File: src/rtl/porx_pkg.sv
// Shared constants and helper functions for the reset release controller.
// Assumes a 16-byte register map with 8-bit bytes.
package porx_pkg;

    localparam int AW        = 4;
    localparam int DW        = 8;
    localparam int NREG      = 1 << AW;
    localparam int TESTC_BIT = 3;
    localparam int STEPS     = 5;

    typedef enum logic {ST_HOLD, ST_RUN} ph_t;

    // Bits of each register that take a defined value while reset is held.
    function automatic logic [DW-1:0] rst_mask(input logic [AW-1:0] a);
        case (a)
            4'h0, 4'h1:                      return 8'hFF;
            4'h2, 4'h9, 4'hA, 4'hB, 4'hC:    return 8'h80;
            4'hD, 4'hE:                      return 8'h83;
            default:                         return 8'h00;
        endcase
    endfunction

    // Values loaded into the masked bits.
    function automatic logic [DW-1:0] rst_val(input logic [AW-1:0] a);
        case (a)
            4'h0:                                  return 8'h08;
            4'h2, 4'h9, 4'hA, 4'hB, 4'hC, 4'hD:    return 8'h80;
            4'hE:                                  return 8'h03;
            default:                               return 8'h00;
        endcase
    endfunction

    // Line levels {sda,scl} before step 0 (k=0) and after each step (k=1..5).
    function automatic logic [1:0] seq_lvl(input logic [2:0] k);
        case (k)
            3'd0:    return 2'b11;
            3'd1:    return 2'b01;
            3'd2:    return 2'b00;
            3'd3:    return 2'b10;
            3'd4:    return 2'b00;
            default: return 2'b01;
        endcase
    endfunction

endpackage

File: src/rtl/porx_sync.sv
// Multi-stage synchronizer for a bundle of asynchronous inputs.
// Assumes each bit is independent; RST_VAL gives the idle level after reset.
module porx_sync #(
    parameter int             W       = 1,
    parameter int             STAGES  = 2,
    parameter logic [W-1:0]   RST_VAL = '0
) (
    input  logic         clk,
    input  logic         rst_n,
    input  logic [W-1:0] d,
    output logic [W-1:0] q
);

    logic [W-1:0] stg_q [STAGES];

    // First stage captures the raw inputs.
    always_ff @(posedge clk) begin
        if (!rst_n) stg_q[0] <= RST_VAL;
        else        stg_q[0] <= d;
    end

    generate
        for (genvar i = 1; i < STAGES; i++) begin : g_stage
            // Each later stage copies the one before it.
            always_ff @(posedge clk) begin
                if (!rst_n) stg_q[i] <= RST_VAL;
                else        stg_q[i] <= stg_q[i-1];
            end
        end
    endgenerate

    assign q = stg_q[STAGES-1];

endmodule

File: src/rtl/porx_seq_det.sv
// Detects the five-step override sequence on synchronized SDA/SCL levels.
// Every level change must come at least GAP clocks after the previous change
// of either line; a change that is too early or does not match the expected
// step sends the detector back to step one. Assumes inputs are synchronized.
module porx_seq_det
    import porx_pkg::*;
#(
    parameter int GAP = 25
) (
    input  logic clk,
    input  logic rst_n,
    input  logic en,
    input  logic sda,
    input  logic scl,
    output logic hit
);

    localparam int CW = $clog2(GAP + 1);
    localparam logic [CW-1:0] GAP_C = CW'(GAP);

    logic [1:0]    prev_q;
    logic [1:0]    now_lv;
    logic [CW-1:0] cnt_q;
    logic [2:0]    step_q;
    logic          edge_seen, spaced, good;

    assign now_lv    = {sda, scl};
    assign edge_seen = (now_lv != prev_q);
    assign spaced    = (cnt_q == GAP_C);
    assign good      = edge_seen && spaced &&
                       (prev_q == seq_lvl(step_q)) &&
                       (now_lv == seq_lvl(step_q + 3'd1));
    assign hit       = en && good && (step_q == 3'(STEPS - 1));

    // Remember the last seen line levels.
    always_ff @(posedge clk) begin
        if (!rst_n) prev_q <= 2'b11;
        else        prev_q <= now_lv;
    end

    // Clocks since the last change, saturating at GAP.
    always_ff @(posedge clk) begin
        if (!rst_n)         cnt_q <= '0;
        else if (edge_seen) cnt_q <= CW'(1);
        else if (!spaced)   cnt_q <= cnt_q + CW'(1);
    end

    // Step tracker: advance on a good change, otherwise restart.
    always_ff @(posedge clk) begin
        if (!rst_n || !en)  step_q <= '0;
        else if (edge_seen) step_q <= (good && step_q != 3'(STEPS - 1)) ? step_q + 3'd1 : 3'd0;
    end

    a_r4_early_edge_aborts: assert property (@(posedge clk) disable iff (!rst_n)
        (edge_seen && !spaced) |=> (step_q == 3'd0));

    a_r5_wrong_edge_aborts: assert property (@(posedge clk) disable iff (!rst_n)
        (edge_seen && (now_lv != seq_lvl(step_q + 3'd1))) |=> (step_q == 3'd0));

    a_r9_disabled_idle: assert property (@(posedge clk) disable iff (!rst_n)
        !en |=> (step_q == 3'd0));

    a_r3_step_range: assert property (@(posedge clk) disable iff (!rst_n)
        step_q < 3'(STEPS));

endmodule

File: src/rtl/porx_regmap.sv
// 16-byte register map. While hold (or rst_n low) is active, the
// reset-controlled bits are loaded every clock and all other bits keep their
// value; otherwise whole-byte writes apply. Reads are combinational.
module porx_regmap
    import porx_pkg::*;
(
    input  logic          clk,
    input  logic          rst_n,
    input  logic          hold,
    input  logic          wr_en,
    input  logic [AW-1:0] wr_addr,
    input  logic [DW-1:0] wr_data,
    input  logic [AW-1:0] rd_addr,
    output logic [DW-1:0] rd_data,
    output logic          testc
);

    logic [DW-1:0] mem_q [NREG];

    // Reset load of masked bits during hold, byte writes otherwise.
    always_ff @(posedge clk) begin
        for (int i = 0; i < NREG; i++) begin
            if (!rst_n || hold)
                mem_q[i] <= (mem_q[i] & ~rst_mask(AW'(i))) | (rst_val(AW'(i)) & rst_mask(AW'(i)));
            else if (wr_en && wr_addr == AW'(i))
                mem_q[i] <= wr_data;
        end
    end

    assign rd_data = mem_q[rd_addr];
    assign testc   = mem_q[0][TESTC_BIT];

    a_r6_reset_load: assert property (@(posedge clk) disable iff (!rst_n)
        hold |=> (mem_q[0] == 8'h08 && mem_q[1] == 8'h00 && mem_q[2][7] &&
                  mem_q[13][7] && mem_q[13][1:0] == 2'b00 &&
                  !mem_q[14][7] && mem_q[14][1:0] == 2'b11));

    a_r7_hold_blocks_write: assert property (@(posedge clk) disable iff (!rst_n)
        (hold && wr_en && wr_addr == AW'(3)) |=> $stable(mem_q[3]));

endmodule

File: src/rtl/rtc_por_ctrl.sv
// Reset release controller for the clock register file. Holds core reset
// after power-on until the oscillator is ready or the override sequence is
// accepted on the bus lines. Owns the test-enable bit (address 0, bit 3),
// which clears override mode and gates re-entry. Assumes clk is free-running.
module rtc_por_ctrl
    import porx_pkg::*;
#(
    parameter int CYC_PER_GAP = 25,
    parameter int SYNC_STAGES = 2
) (
    input  logic          clk,
    input  logic          por_n,
    input  logic          osc_ready,
    input  logic          sda_in,
    input  logic          scl_in,
    input  logic          wr_en,
    input  logic [AW-1:0] wr_addr,
    input  logic [DW-1:0] wr_data,
    input  logic [AW-1:0] rd_addr,
    output logic [DW-1:0] rd_data,
    output logic          core_rst_n,
    output logic          override_active
);

    logic [2:0] raw_in, syn_in;
    logic       osc_s, scl_s, sda_s;
    ph_t        ph_q;
    logic       ovr_q, hit, testc, det_en, tc_clear, hold;

    assign raw_in = {osc_ready, scl_in, sda_in};

    porx_sync #(.W(3), .STAGES(SYNC_STAGES), .RST_VAL(3'b011)) u_sync (
        .clk   (clk),
        .rst_n (por_n),
        .d     (raw_in),
        .q     (syn_in)
    );

    assign {osc_s, scl_s, sda_s} = syn_in;
    assign det_en = testc & ~ovr_q;
    assign hold   = (ph_q == ST_HOLD);

    porx_seq_det #(.GAP(CYC_PER_GAP)) u_det (
        .clk   (clk),
        .rst_n (por_n),
        .en    (det_en),
        .sda   (sda_s),
        .scl   (scl_s),
        .hit   (hit)
    );

    porx_regmap u_map (
        .clk     (clk),
        .rst_n   (por_n),
        .hold    (hold),
        .wr_en   (wr_en),
        .wr_addr (wr_addr),
        .wr_data (wr_data),
        .rd_addr (rd_addr),
        .rd_data (rd_data),
        .testc   (testc)
    );

    assign tc_clear = !hold && wr_en && (wr_addr == AW'(0)) && !wr_data[TESTC_BIT];

    // Reset phase: hold until oscillator ready or override accepted.
    always_ff @(posedge clk) begin
        if (!por_n)                      ph_q <= ST_HOLD;
        else if (hold && (osc_s || hit)) ph_q <= ST_RUN;
    end

    // Override flag: set by an accepted sequence, cleared by test-enable write.
    always_ff @(posedge clk) begin
        if (!por_n)        ovr_q <= 1'b0;
        else if (tc_clear) ovr_q <= 1'b0;
        else if (hit)      ovr_q <= 1'b1;
    end

    assign core_rst_n      = (ph_q == ST_RUN);
    assign override_active = ovr_q;

    a_r1_por_holds: assert property (@(posedge clk)
        !por_n |=> (!core_rst_n && !override_active));

    a_r2_release_cause: assert property (@(posedge clk) disable iff (!por_n)
        $rose(core_rst_n) |-> ($past(osc_s) || $past(hit)));

    a_r8_clear_ends_override: assert property (@(posedge clk) disable iff (!por_n)
        tc_clear |=> !override_active);

    a_r8_release_sticky: assert property (@(posedge clk) disable iff (!por_n)
        core_rst_n |=> core_rst_n);

endmodule

File: config.mk
export PLATFORM = sky130hd
export DESIGN_NAME = rtc_por_ctrl
export DESIGN_NICKNAME = d
export VERILOG_FILES = /design/src/rtl/porx_pkg.sv /design/src/rtl/porx_sync.sv /design/src/rtl/porx_seq_det.sv /design/src/rtl/porx_regmap.sv /design/src/rtl/rtc_por_ctrl.sv
export SDC_FILE = /design/constraint.sdc
export NUM_CORES = 1
export LEC_CHECK = 0
export BUFFER_PORTS_ARGS = -buffer_cell sky130_fd_sc_hd__buf_2
export CAP_MARGIN = 0
export CORE_MARGIN = 2
export CORE_UTILIZATION = 60
export DETAILED_ROUTE_END_ITERATION = 8
export GPL_ROUTABILITY_DRIVEN = 0
export PLACE_DENSITY = 0.79
export SETUP_SLACK_MARGIN = 0.4
export SYNTH_ARGS = -nofsm -noshare
export SYNTH_HDL_FRONTEND = slang
export SYNTH_SLANG_ARGS = --single-unit
File: constraint.sdc
create_clock -name clk -period 2.75 [get_ports clk]
set_input_delay 0.4125 -clock clk [delete_from_list [all_inputs] [get_ports clk]]
set_output_delay 0.4125 -clock clk [all_outputs]
set_load 0.005 [all_outputs]
# [Word-level counts from Yosys, hierarchy flattened]
# Memories as Yosys holds them, arrays and structs flattened.
# Cells that the tools add are included.
[word_totals] inputBits=22 word_cells=221 register_bits=12 rom_bits=0 ramBits=134 output_inout_bits=10 latchBits=0 memories=2
[mem_list] name="u_map.mem_q" words=16 word_bits=8 rd=17 rd_ports_with_merged_regs=0 write_ports=16 line_no="porx_regmap.sv:18" text="logic [DW-1:0] mem_q [NREG];"
[mem_list] name="u_sync.stg_q" words=2 word_bits=3 rd=2 rd_ports_with_merged_regs=0 write_ports=2 line_no="porx_sync.sv:14" text="logic [W-1:0] stg_q [STAGES];"
[classes] add_sub_neg=2 n_eq_ne=27 magnitude_cmp=0 div=0 mul=0 shifts=0 bitwise=64 reduce_logical=39 n_mux=81
[op_table] operator="$and A8 B8 Y8" count=22
[op_table] operator="$mux W8" count=22
[op_table] operator="$or A8 B8 Y8" count=16
[op_table] operator="$mux W1" count=54
[op_table] operator="$eq A4 B4 Y1 const B" count=8
[op_table] operator="$not A8 Y8" count=4
[op_table] operator="$logic_and A1 B1 Y1" count=26
[op_table] operator="$or A1 B1 Y1" count=18
[op_table] operator="$eq A4 B3 Y1 const B" count=4
[op_table] operator="$eq A3 B2 Y1 const B" count=4
[op_table] operator="$pmux W2 S3" count=2
[op_table] operator="$mux W3" count=3
[op_table] operator="$eq A4 B2 Y1 const B" count=2
[op_table] operator="$reduce_or A2 Y1" count=4
[op_table] operator="$eq A3 B3 Y1 const B" count=2
[op_table] operator="$logic_not A3 Y1" count=2
[op_table] operator="$add A5 B1 Y5 const B" count=1
[op_table] operator="$eq A5 B5 Y1 const B" count=1
[op_table] operator="$eq A2 B2 Y1" count=2
[op_table] operator="$eq A4 B1 Y1 const B" count=1
[op_table] operator="$logic_not A4 Y1" count=1
[op_table] operator="$add A3 B1 Y3 const B" count=1
[op_table] operator="$logic_not A1 Y1" count=3
[op_table] operator="$logic_or A1 B1 Y1" count=3
[op_table] operator="5 further kinds" count=7

# [Logic depth before layout (Yosys ltp)]
[logic_depth] ltp_word=10 depth_mapped=8 mapped_depth_nobuf=7

# [By module]
# Synthesis repeated with hierarchy kept, for this count alone.
[unflattened] cells_unflattened=358 area_unflattened_um2=6085.8
[by_module_without_submodules] mod="porx_regmap" area_per_inst_um2=5185.0 instances=1 seq_area_each_um2=3843.7 cells_per_inst=267
[by_module_without_submodules] mod="porx_seq_det" area_per_inst_um2=654.4 instances=1 seq_area_each_um2=200.2 cells_per_inst=70
[by_module_without_submodules] mod="porx_sync" area_per_inst_um2=157.7 instances=1 seq_area_each_um2=120.1 cells_per_inst=12
[by_module_without_submodules] mod="rtc_por_ctrl" area_per_inst_um2=88.8 instances=1 seq_area_each_um2=40.0 cells_per_inst=9

# [Worst setup path after synthesis]
# No wires, ideal clock.
[synth_path] path_kind="in2out" start="in rd_addr[0]" end="out rd_data[0]" required_ps=2338 n_path_buf=2 slack_ps=680 path_stages=4 t_arrival_ps=1657 cell_sequence="buf_6 > buf_8 > mux4_1 > mux4_2"
[synth_between] elab_chain_cells=1
[synth_lines] element="from (decl)" line_no="rtc_por_ctrl.sv:19" text="input logic [AW-1:0] rd_addr,"
[synth_lines] element="$mem_v2 Z16 W8"
[synth_lines] element="to (decl)" line_no="rtc_por_ctrl.sv:20" text="output logic [DW-1:0] rd_data,"
# No other way between the ends.

==> flow_metrics.env <==
export IMPL_syn_area_per_cell_um2=18.0
export IMPL_cp_depth=3
export IMPL_dieHeight_um=105
export IMPL_dr_pass1_iters=5
export IMPL_syn_area_mm2=0.00617
export IMPL_irDropWorstVdd_mv=0.409
export IMPL_drt_iter0_markers=405
export IMPL_clkTransAtPathRegs_ns=0.06
export IMPL_diodes=0
export IMPL_clock_sinks=146
export IMPL_cts_tree="built"
export IMPL_path_buf_inv=1
export IMPL_cts_made_buffers=17
export IMPL_seqCellArea_mm2=0.00420
export IMPL_rows=37
export IMPL_multi_input_comb_area_mm2=0.00180
export IMPL_syn_to_final_growth_pct=15.6
export IMPL_io_pins=32
export IMPL_core_area_mm2=0.0101
export IMPL_grt_pass1_wl_mm=20.3
export IMPL_antenna_found_initial=0
export IMPL_clockBufferDepth=2
export IMPL_dpl_hpwl_mm=8.16
export IMPL_yosysSeqAreaShare_pct=68.2
export IMPL_grt_setup_unrepaired="true"
export IMPL_first_global_vias=3481
export IMPL_ff2ff_path_depth=7
export IMPL_fmax_mhz=393
export IMPL_drive_gt1_share_pct=27.5
export IMPL_tns_ns=0
export IMPL_min_path_cells=2
export IMPL_synth_ff_type="edfxtp_1"
export IMPL_initial_utilization_pct=60.8
export IMPL_grt_usage_pct=26.3
export IMPL_critPathRequiredTime_ns=2.34
export IMPL_skew_ns=0.00520
export IMPL_arrival_ns=2.13
export IMPL_crit_family="multiplexers"
export IMPL_die_width_um=105
export IMPL_min_period_over_period_pct=92.6
export IMPL_p_leak_nw=2.46
export IMPL_cp_cell_sequence="mux4_2 -> mux4_2 -> buf_2"
export IMPL_slowest_stage="mux4_2"
export IMPL_grt_max_degree=33
export IMPL_nNetsFinal=430
export IMPL_hold_class="in -> reg"
export IMPL_total_power_mw=4.87
export IMPL_antenna_left=0
export IMPL_rrSetupSlack_ns=0.76
export IMPL_ys_types=36
export IMPL_async_reset_ff_share_pct=0
export IMPL_routed_wl_mm=13.5
export IMPL_startpoint_type="flop"
export IMPL_wl_per_cell_um=24.5
export IMPL_crit_path_frequent_cell="mux4_2"
export IMPL_critPathKind="reg -> out"
export IMPL_cts_root_buf="clkbuf_8"
export IMPL_min_from="scl_in"
export IMPL_holdPathEnd="u_sync.stg_q[0][1]$_SDFF_PN1_"
export IMPL_port_buffers=31
export IMPL_hold_viol=0
export IMPL_vias=3440
export IMPL_ys_ff_latch=146
export IMPL_synth_nets=372
export IMPL_gr_total_overflow=0
export IMPL_ctsHoldBuffers=0
export IMPL_min_period_ns=2.55
export IMPL_drv_slew=0
export IMPL_power_density_mw_per_mm2=683
export IMPL_slew_headroom_pct=58.9
export IMPL_finalSetupViolations=0
export IMPL_drc_errors=0
export IMPL_avgViaCountPerCell=6.25
export IMPL_outcome="completed"
export IMPL_cap_violations=0
export IMPL_r2r_start="u_det.step_q[1]$_SDFFE_PP0P_"
export IMPL_htreeDepth=4
export IMPL_synthCells=343
export IMPL_clk_latency_ns=0.53
export IMPL_die_area_mm2=0.0111
export IMPL_synth_edff_count=128
export IMPL_cpPeakStageDelay_ns=0.52
export IMPL_r2r_end="u_det.step_q[2]$_SDFFE_PP0P_"
export IMPL_endpoint_kind="output port"
export IMPL_yosys_warnings=0
export IMPL_fill_cells=629
export IMPL_crit_fanout=1
export IMPL_worstMarginPinSlew_ns=0.614
## cell usage in the layout, fill, tap and decap left out, types with 6 or more instances in the layout
master | netlist | routed
clkbuf_16 | 0 | 16
o31ai_1 | 7 | 7
nand2b_1 | 9 | 9
xnor2_1 | 6 | 6
nor2_1 | 22 | 22
mux4_1 | 24 | 13
nand3_1 | 9 | 9
edfxtp_1 | 128 | 128
nand2_1 | 10 | 10
or3_1 | 9 | 9
ha_1 | 7 | 7
mux4_2 | 16 | 27
and2_1 | 22 | 22
buf_2 | 0 | 30
o21ai_0 | 10 | 10
buf_4 | 0 | 24
dfxtp_1 | 18 | 18
## repair_timing
action,CTS,global route
setup endpoints to repair,8,8
buffers inserted,1,0
pin swaps,0,0
resized for setup,11,1
## cell families (layout without fill, tap and decap cells)
logic type | Yosys count | count (layout) | synth area share (%)
adder cells (fa/ha/maj) | 7 | 7 | 1.42
multiplexers | 42 | 42 | 16.4
AO/OA/AOI/OAI | 27 | 27 | 2.86
buffers and inverters | 21 | 92 | 2.03
AND/OR/NAND/NOR | 91 | 91 | 7.87
flip-flops | 146 | 146 | 68.2
XOR/XNOR | 9 | 9 | 1.28
## state kept, by name, indices dropped and copies added (netlist names)
signal           flops
core_rst_n           1
override_active      1
u_det.cnt_q          5
u_det.prev_q         2
u_det.step_q         3
u_map.mem_q        128
u_sync.stg_q         6
## worst reg2reg max path, cell delays in order, from the launching register on
cell and delay (ns):
dfxtp_1 0.40, ha_1 0.23, ha_1 0.33, mux2i_1 0.17
o21ai_0 0.12, xnor2_1 0.16, nand3_1 0.19, o31ai_1 0.29
## worst max-delay path by stage
stage                                     from          to
6_report       u_map.mem_q[2][7]$_SDFFCE_PN1P_  rd_data[7]
5_1_grt        u_map.mem_q[2][7]$_SDFFCE_PN1P_  rd_data[7]
4_1_cts           u_map.mem_q[15][6]$_DFFE_PP_  rd_data[6]
3_5_place_dp                        rd_addr[0]  rd_data[2]
3_3_place_gp                        rd_addr[0]  rd_data[0]
2_1_floorplan                       rd_addr[0]  rd_data[0]
## synthesized netlist by cell type, drive strengths merged (9+ instances only)
cell type | instances | area (um2)
edfxtp | 128 | 3840
mux4 | 40 | 991
and2 | 22 | 138
nor2 | 22 | 82.6
dfxtp | 18 | 360
o21ai | 11 | 55.1
clkbuf | 10 | 37.5
nand2 | 10 | 37.5
nand2b | 9 | 56.3
nand3 | 9 | 45.0
or3 | 9 | 56.3
## layout make-up
type                       count  share of cell area, %
inverter                       4                  0.211
sequential                   146                   59.0
timing repair buffer          56                   5.19
tap                          136                   2.39
clock buffer                  18                   5.86
multi-input combinational    176                   25.2
clock inverter                14                   2.18
## layer usage
metal / part of all wire (%) / routed length [um] / vias to the layer above / global-route usage, %
met5: 0 / 0 / - / 0
met3: 10 / 1380 / 33 / 8.53
met1: 39 / 5210 / 1713 / 34.6
met2: 48 / 6440 / 203 / 40.1
li1: - / - / 1491 / -
met4: 3.3 / 450 / 0 / 12.2
## metrics by stage
| step | area [um2] | utilization (%) | hold WS, ns | setup slack (ns) | cells |
|---|---|---|---|---|---|
| floorplan | 6170 | - | 0.386 | 0.680 | 343 |
| global placement | 6590 | 65.0 | 0.394 | 0.262 | 517 |
| detailed placement | 6590 | 65.0 | 0.396 | 0.213 | 517 |
| CTS | 7130 | 70.4 | 0.0348 | 0.194 | 550 |
| global route | 7130 | 70.3 | 0.0409 | 0.163 | 550 |
| finish | 7130 | 70.3 | 0.0587 | 0.203 | 550 |
## power by group
part           total [mW]  switching, mW  internal [mW]
clock                2.21          0.912           1.30
combinational       0.228          0.123          0.105
sequential           2.43         0.0104           2.42
total                4.87           1.05           3.83
Power figures use the tool's default switching activity.
